<file path="config.mk">
export PLATFORM = sky130hd
export DESIGN_NAME = timebase64
export DESIGN_NICKNAME = d
export VERILOG_FILES = /design/src/rtl/timebase_pkg.sv /design/src/rtl/timebase_prescale.sv /design/src/rtl/timebase_counter.sv /design/src/rtl/timebase_snapshot.sv /design/src/rtl/timebase_regs.sv /design/src/rtl/timebase64.sv
export SDC_FILE = /design/constraint.sdc
export NUM_CORES = 1
export LEC_CHECK = 0
export BUFFER_PORTS_ARGS = -buffer_cell sky130_fd_sc_hd__buf_4
export CAP_MARGIN = 5
export CORE_UTILIZATION = 55
export CTS_CLUSTER_SIZE = 20
export DETAILED_ROUTE_END_ITERATION = 10
export PLACE_DENSITY = 0.76
export REMOVE_ABC_BUFFERS = 1
export SETUP_SLACK_MARGIN = 0.4
export SYNTH_ARGS = -nofsm -noshare
export SYNTH_HDL_FRONTEND = slang
export SYNTH_HIERARCHICAL = 1
export SYNTH_SLANG_ARGS = --single-unit
export TNS_END_PERCENT = 10
</file>
<file path="constraint.sdc">
create_clock -name clk -period 3.41 [get_ports clk]
set_input_delay 0.341 -clock clk [delete_from_list [all_inputs] [get_ports clk]]
set_output_delay 0.341 -clock clk [all_outputs]
set_load 0.05 [all_outputs]
</file>
<file path="src/rtl/timebase_pkg.sv">
`timescale 1ns/100ps
package timebase_pkg;
    localparam int DATA_W = 32;
    localparam int CNT_W  = 64;
    localparam int NWORDS = CNT_W / DATA_W;
    localparam int ADDR_W = 8;
    localparam int DIV_W  = 8;

    localparam int CTL_SNAP_BIT = 0;
    localparam int CTL_LOAD_BIT = 1;
    localparam int CTL_DIV_LSB  = 2;

    localparam logic [ADDR_W-1:0] OFS_CTRL = 8'h68;
    localparam logic [ADDR_W-1:0] OFS_LIVE = 8'h6C;
    localparam logic [ADDR_W-1:0] OFS_LOAD = 8'h74;
    localparam logic [ADDR_W-1:0] OFS_SNAP = 8'h7C;

    typedef logic [CNT_W-1:0]  count_t;
    typedef logic [DATA_W-1:0] word_t;
    typedef logic [DIV_W-1:0]  div_t;

    typedef struct packed {
        logic wr;     // control register written this cycle
        logic snap;   // capture command
        logic load;   // preload command
        div_t div;    // new divider value
    } ctl_cmd_t;

    function automatic logic [ADDR_W-1:0] word_ofs(input logic [ADDR_W-1:0] base, input int idx);
        return base + ADDR_W'(idx * (DATA_W / 8));
    endfunction

    function automatic ctl_cmd_t decode_ctl(input logic wr, input word_t d);
        ctl_cmd_t c;
        c.wr   = wr;
        c.snap = wr && d[CTL_SNAP_BIT] && !d[CTL_LOAD_BIT];
        c.load = wr && d[CTL_SNAP_BIT] && d[CTL_LOAD_BIT];
        c.div  = d[CTL_DIV_LSB +: DIV_W];
        return c;
    endfunction
endpackage

</file>
<file path="src/rtl/timebase_prescale.sv">
`timescale 1ns/100ps
module timebase_prescale
    import timebase_pkg::*;
(
    input  logic clk,
    input  logic rst,
    input  logic restart,
    input  div_t div,
    output logic tick
);
    div_t phase_q;

    assign tick = (phase_q == div);

    always_ff @(posedge clk) begin
        if (rst || restart || tick) phase_q <= '0;
        else                         phase_q <= phase_q + div_t'(1);
    end
endmodule

</file>
<file path="src/rtl/timebase_counter.sv">
`timescale 1ns/100ps
module timebase_counter
    import timebase_pkg::*;
(
    input  logic   clk,
    input  logic   rst,
    input  logic   tick,
    input  logic   load,
    input  count_t load_val,
    output count_t cnt
);
    always_ff @(posedge clk) begin
        if (rst)       cnt <= '0;
        else if (load) cnt <= load_val;
        else if (tick) cnt <= cnt + count_t'(1);
    end
endmodule

</file>
<file path="src/rtl/timebase_snapshot.sv">
`timescale 1ns/100ps
module timebase_snapshot
    import timebase_pkg::*;
(
    input  logic   clk,
    input  logic   rst,
    input  logic   capture,
    input  count_t cnt,
    output count_t snap
);
    always_ff @(posedge clk) begin
        if (rst)          snap <= '0;
        else if (capture) snap <= cnt;
    end
endmodule

</file>
<file path="src/rtl/timebase_regs.sv">
`timescale 1ns/100ps
module timebase_regs
    import timebase_pkg::*;
(
    input  logic                clk,
    input  logic                rst,
    input  logic                wr_en,
    input  logic [ADDR_W-1:0]   addr,
    input  word_t               wdata,
    input  count_t              cnt,
    input  count_t              snap,
    output ctl_cmd_t            cmd,
    output div_t                div,
    output count_t              load_val,
    output word_t               rdata
);
    word_t load_q [NWORDS];

    assign cmd = decode_ctl(wr_en && (addr == OFS_CTRL), wdata);

    always_ff @(posedge clk) begin
        if (rst)         div <= '0;
        else if (cmd.wr) div <= cmd.div;
    end

    for (genvar w = 0; w < NWORDS; w++) begin : g_load
        always_ff @(posedge clk) begin
            if (rst) load_q[w] <= '0;
            else if (wr_en && addr == word_ofs(OFS_LOAD, w)) load_q[w] <= wdata;
        end
        assign load_val[w*DATA_W +: DATA_W] = load_q[w];
    end

    always_comb begin
        rdata = '0;
        if (addr == OFS_CTRL) rdata[CTL_DIV_LSB +: DIV_W] = div;
        for (int w = 0; w < NWORDS; w++) begin
            if (addr == word_ofs(OFS_LIVE, w)) rdata = cnt[w*DATA_W +: DATA_W];
            if (addr == word_ofs(OFS_LOAD, w)) rdata = load_q[w];
            if (addr == word_ofs(OFS_SNAP, w)) rdata = snap[w*DATA_W +: DATA_W];
        end
    end
endmodule

</file>
<file path="src/rtl/timebase64.sv">
`timescale 1ns/100ps
module timebase64
    import timebase_pkg::*;
(
    input  logic              clk,
    input  logic              rst,
    input  logic              wr_en,
    input  logic [ADDR_W-1:0] addr,
    input  logic [DATA_W-1:0] wdata,
    output logic [DATA_W-1:0] rdata
);
    ctl_cmd_t cmd;
    div_t     div_q;
    count_t   cnt_q;
    count_t   snap_q;
    count_t   load_val;
    logic     tick;

    timebase_regs u_regs (
        .clk(clk), .rst(rst), .wr_en(wr_en), .addr(addr), .wdata(wdata),
        .cnt(cnt_q), .snap(snap_q), .cmd(cmd), .div(div_q),
        .load_val(load_val), .rdata(rdata)
    );

    timebase_prescale u_pre (
        .clk(clk), .rst(rst), .restart(cmd.wr), .div(div_q), .tick(tick)
    );

    timebase_counter u_cnt (
        .clk(clk), .rst(rst), .tick(tick), .load(cmd.load),
        .load_val(load_val), .cnt(cnt_q)
    );

    timebase_snapshot u_snap (
        .clk(clk), .rst(rst), .capture(cmd.snap), .cnt(cnt_q), .snap(snap_q)
    );
endmodule

</file>
# Word level (Yosys, flattened, before mapping)
# Memories as Yosys holds them, arrays and structs flattened.
# Cells that the tools add are included.
totals:
  ff_bits: 144
  ram_bits: 64
  in_bits: 43
  out_inout_bits: 32
  wordCells: 46
  memories: 1
mem_list:
  columns: ["name", "depth", "width", "rd", "rd_ports_with_merged_regs", "write_ports", "line", "rtl"]
  rows:
  - ["u_regs.load_q", 2, 32, 2, 0, 2, "timebase_regs.sv:17", "word_t load_q [NWORDS];"]
classes:
  addsub: 2
  eq_ne: 8
  mux: 19
  bitwise: 2
  reduce_logical: 10
op_table:
  columns: ["cell", "n"]
  rows:
  - ["32-bit 2-to-1 mux", 8]
  - ["64-bit 2-to-1 mux", 2]
  - ["64-bit by 1-bit adder with 64-bit output (second input constant)", 1]
  - ["8-bit by 7-bit equality test with 1-bit output (second input constant)", 6]
  - ["8-bit by 1-bit adder with 8-bit output (second input constant)", 1]
  - ["8-bit equality test", 1]
  - ["8-bit equality test (second input constant)", 1]
  - ["1-bit 2-to-1 mux", 8]
  - ["8-bit 2-to-1 mux", 1]
  - ["1-bit logical AND", 6]
  - ["1-bit logical OR", 2]
  - ["1-bit OR", 2]
  - ["2-bit nonzero test", 1]
  - ["1-bit logical NOT", 1]

# Depth between registers and ports, before layout
logic_depth:
  ltp_word: 8
  depth_mapped: 12
  depth_no_buf: 8

# Hierarchy
# The synthesis kept the hierarchy.
by_module_without_submodules:
  columns: ["module", "instances", "cells_per_inst", "area_each_um2", "seq_area_each_um2"]
  rows:
  - ["timebase_regs", 1, 519, 4744.6, 2082.0]
  - ["timebase_counter", 1, 480, 3764.9, 1281.2]
  - ["timebase_snapshot", 1, 206, 2290.9, 1281.2]
  - ["timebase_prescale", 1, 47, 467.9, 160.2]

# Least setup slack after synthesis
# OpenSTA, ideal clock, no wires.
synth_timing:
  kind: "register to register"
  from: "reg u_pre.phase_q[3]"
  to: "reg u_cnt.cnt[55]"
  setup_ns: 0.091
  arrival_ns: 3.333
  t_required_ns: 3.319
  path_slack_ns: -0.014
  path_stages_with_launch: 12
  n_path_buf: 3
  period_less_slack_ns: 3.424
  path_cell_list: "dfxtp_1 > clkbuf_2 > xor2_1 > nor4_4 > and2_1 > buf_2 > nand3_1 > or4_4 > buf_6 > or4_4 > or4b_1 > a311oi_1"
synth_via:
  elab_chain_cells: 2
synth_rtl:
  columns: ["item", "line", "rtl"]
  rows:
  - ["start: declaration", "timebase_prescale.sv:11", "div_t phase_q;"]
  - ["start signal: assignment", "timebase_prescale.sv:17", "else phase_q <= phase_q + div_t'(1);"]
  - ["8-bit equality test", "timebase_prescale.sv:13", "assign tick = (phase_q == div);"]
  - ["via tick", "timebase64.sv:17", "logic tick;"]
  - ["2-bit nonzero test (no line)", null, null]
  - ["end signal: assignment", "timebase_counter.sv:14", "else if (load) cnt <= load_val;"]
  - ["end signal: assignment", "timebase_counter.sv:15", "else if (tick) cnt <= cnt + count_t'(1);"]
  - ["end: declaration", "timebase_counter.sv:10", "output count_t cnt"]
# The timed path passes the listed nets, and every way through them passes these cells.
# A chain may end at the register's enable or synchronous reset.

# Final worst setup path
layout_timing:
  from: "reg u_pre.phase_q[0]"
  to: "reg u_cnt.cnt[55]"
# The elaborated chain is that of the path after synthesis.

==> flow_summary.toml <==
[worst_setup_path]
cp_top_family = "simple AND/OR/NAND/NOR gates"
rrSetupSlack_ns = 0.37
crit_required_ns = 3.83
r2r.worst_path.cells = 8
cp-end-kind = "register"
crit_slowest_cell = "or4_4"
worst-path-max-fanout = 4
cp.arrival_ns = 3.46
max_stage_delay_ns = 0.57
crit_cells = 8
cp_common_cell = "or4_4"
rr_startpoint = "u_pre/phase_q[0]"
cp_num_buf_inv = 0
crit_path_cell_trace = "xor2_1 > nor4_4 > and2_4 > nand3_2 > or4_4 > or4_4 > or4b_1 > a311oi_1"
timing.rr.end = "u_cnt/cnt[55]"
startpoint_type = "register"
endpoint = "u_cnt/cnt[55]"
crit_type = "reg -> reg"
crit_start = "u_pre/phase_q[0]"

[place]
dpl.hpwl_um = 21300
place_congestion = 0.943
portBuffers = 74

[drt]
num_vias = 10000
drc = 0
drtIter0Drc = 959
first_pass_iters = 5
wire_per_inst_um = 20.4
top_layer = "met4"
wl_met1_um = 13500
detail-route-antenna-nets = 0
wl_um = 32200
dr_wl_met3_um = 2520
vias_per_cell = 6.36
met2_length_um = 15000

[power_and_ir_drop]
p_leak_nw = 4.76
vdd_ir_drop_max_mv = 0.372
powerDensity_mw_per_mm2 = 426
finalPower_mw = 5.42

[synth]
synth_cells = 1244
ys_warn_count = 6
syn-cell-area_mm2 = 0.0112
syn_avg_cell_area_um2 = 9.01

[sta]
tightest_slew_ns = 0.799
final_hold_viol_count = 0
fin_worst_skew_ns = 0.0109
period_needed_ns = 3.04
fin_crit_sh = 0.892
rsz0062_at_grt = "yes"
relSlewSlack = 0.463
slew_viol_final = 0
fmax_mhz = 329
setup_violations = 0

[global_routing]
grt_pass1_wl_um = 50400
grt_usage = 0.309
grt_max_degree = 66
first_global_vias = 9566
antenna_found_initial = 0
grt-ovfl-total = 0

[cells_and_area]
insertedDiodeCount = 0
fin_nets = 1338
syn_to_final_growth_pct = 13.5
drive_above_1_share = 0.140
final_core_util = 0.645

[clocking]
clkTransAtPathRegs_ns = 0.06
cts-htree-levels = 1
cts_buffers = 24
cts_tree = "built"
cts_buffer_depth = 3
clock_latency_ns = 0.52
cts.sinks = 208
cts_root_buf = "clkbuf_16"

[floorplan]
num_rows = 51
die_w_um = 145
die_y_um = 145
dieArea_mm2 = 0.0210
coreArea_mm2 = 0.0197
ios = 75
start_util = 0.568

[status]
status = "finished, final reports clean"

[flow_run]
maxCapViolations = 0

[hold_path]
hp-class = "in -> reg"
sequential cells by signal (all words and copies together) (netlist names):
signal         flops
u_cnt/cnt         64
u_regs/load_q     64
u_snap/snap       64
u_pre/phase_q      8
u_regs/div         8
worst min path at each step:
stage	end	slack, ns	cells past startpoint	from
3_3_place_gp	u_snap/snap[35]	0.47	2	u_snap/snap[35]
2_1_floorplan	u_cnt/cnt[0]	0.41	1	rst
5_1_grt	u_regs/div[5]	0.09	3	wdata[7]
3_5_place_dp	u_snap/snap[13]	0.48	2	u_snap/snap[13]
4_1_cts	u_regs/div[3]	0.08	3	wdata[5]
6_report	u_regs/div[7]	0.09	3	wdata[9]
per-stage QoR:
step                      instance area [um^2]  std cells  TNS [ns]  worst slack [ns]  hold slack (ns)
final                                    12700       1576         0             0.368           0.0870
after global routing                     12700       1576         0             0.285           0.0863
after CTS                                12700       1576         0             0.394           0.0782
after detailed placement                 11900       1530         0             0.266            0.483
after global placement                   11900       1530         0             0.370            0.473
after floorplan                          10700       1148   -397.39             -4.84            0.410
power by group:
part	total (mW)	internal, mW	switching (mW)	leakage, nW
Clock	2.50	1.50	1.00	0.383
Combinational	0.281	0.0965	0.185	2.61
Sequential	2.64	2.60	0.0452	1.77
placed cells by master, fill, tap and decap left out, types with 22 or more instances in the layout:
| cell | instances |
|---|---|
| a31oi_1 | 30 |
| xor2_1 | 26 |
| mux2i_1 | 83 |
| and2_1 | 66 |
| a211oi_1 | 31 |
| nand4_1 | 22 |
| nor2_1 | 139 |
| xnor2_1 | 22 |
| dfxtp_1 | 142 |
| nand2_1 | 128 |
| o22ai_1 | 32 |
| inv_1 | 25 |
| buf_4 | 116 |
| clkbuf_16 | 26 |
| edfxtp_1 | 64 |
| o21ai_0 | 51 |
| a21o_1 | 30 |
| a21oi_1 | 25 |
| o211ai_1 | 27 |
| nand3_1 | 29 |
timing repair:
item,4_1_cts,5_1_grt
endpoints found under the setup margin,11,16
cloned,0,0
gates resized for setup,5,2
buffers inserted,2,0
hold buffers,0,0
endpoints found under the hold margin,0,0
pin swaps,6,0
tightest hold or removal path: cells and delay by family:
kind	cells	cell delay [ns]
buffers and inverters	1	0.09
muxes	1	0.06
and+or+nand+nor	1	0.07
metal layers:
metal	vias up	GRT usage
met3	92	0.0467
met4	0	0.145
li1	4629	-
met5	-	0
met1	4784	0.398
met2	520	0.510
cell type report:
cell class / instances / area (um^2)
Fill cell: 1634 / 7000
Tap cell: 265 / 332
Clock buffer: 40 / 753
Multi-Input combinational cell: 914 / 5780
Sequential cell: 208 / 4810
Timing Repair Buffer: 119 / 931
Clock inverter: 4 / 20.0
Inverter: 26 / 97.6
No activity file was read; power rests on OpenSTA's default activity.
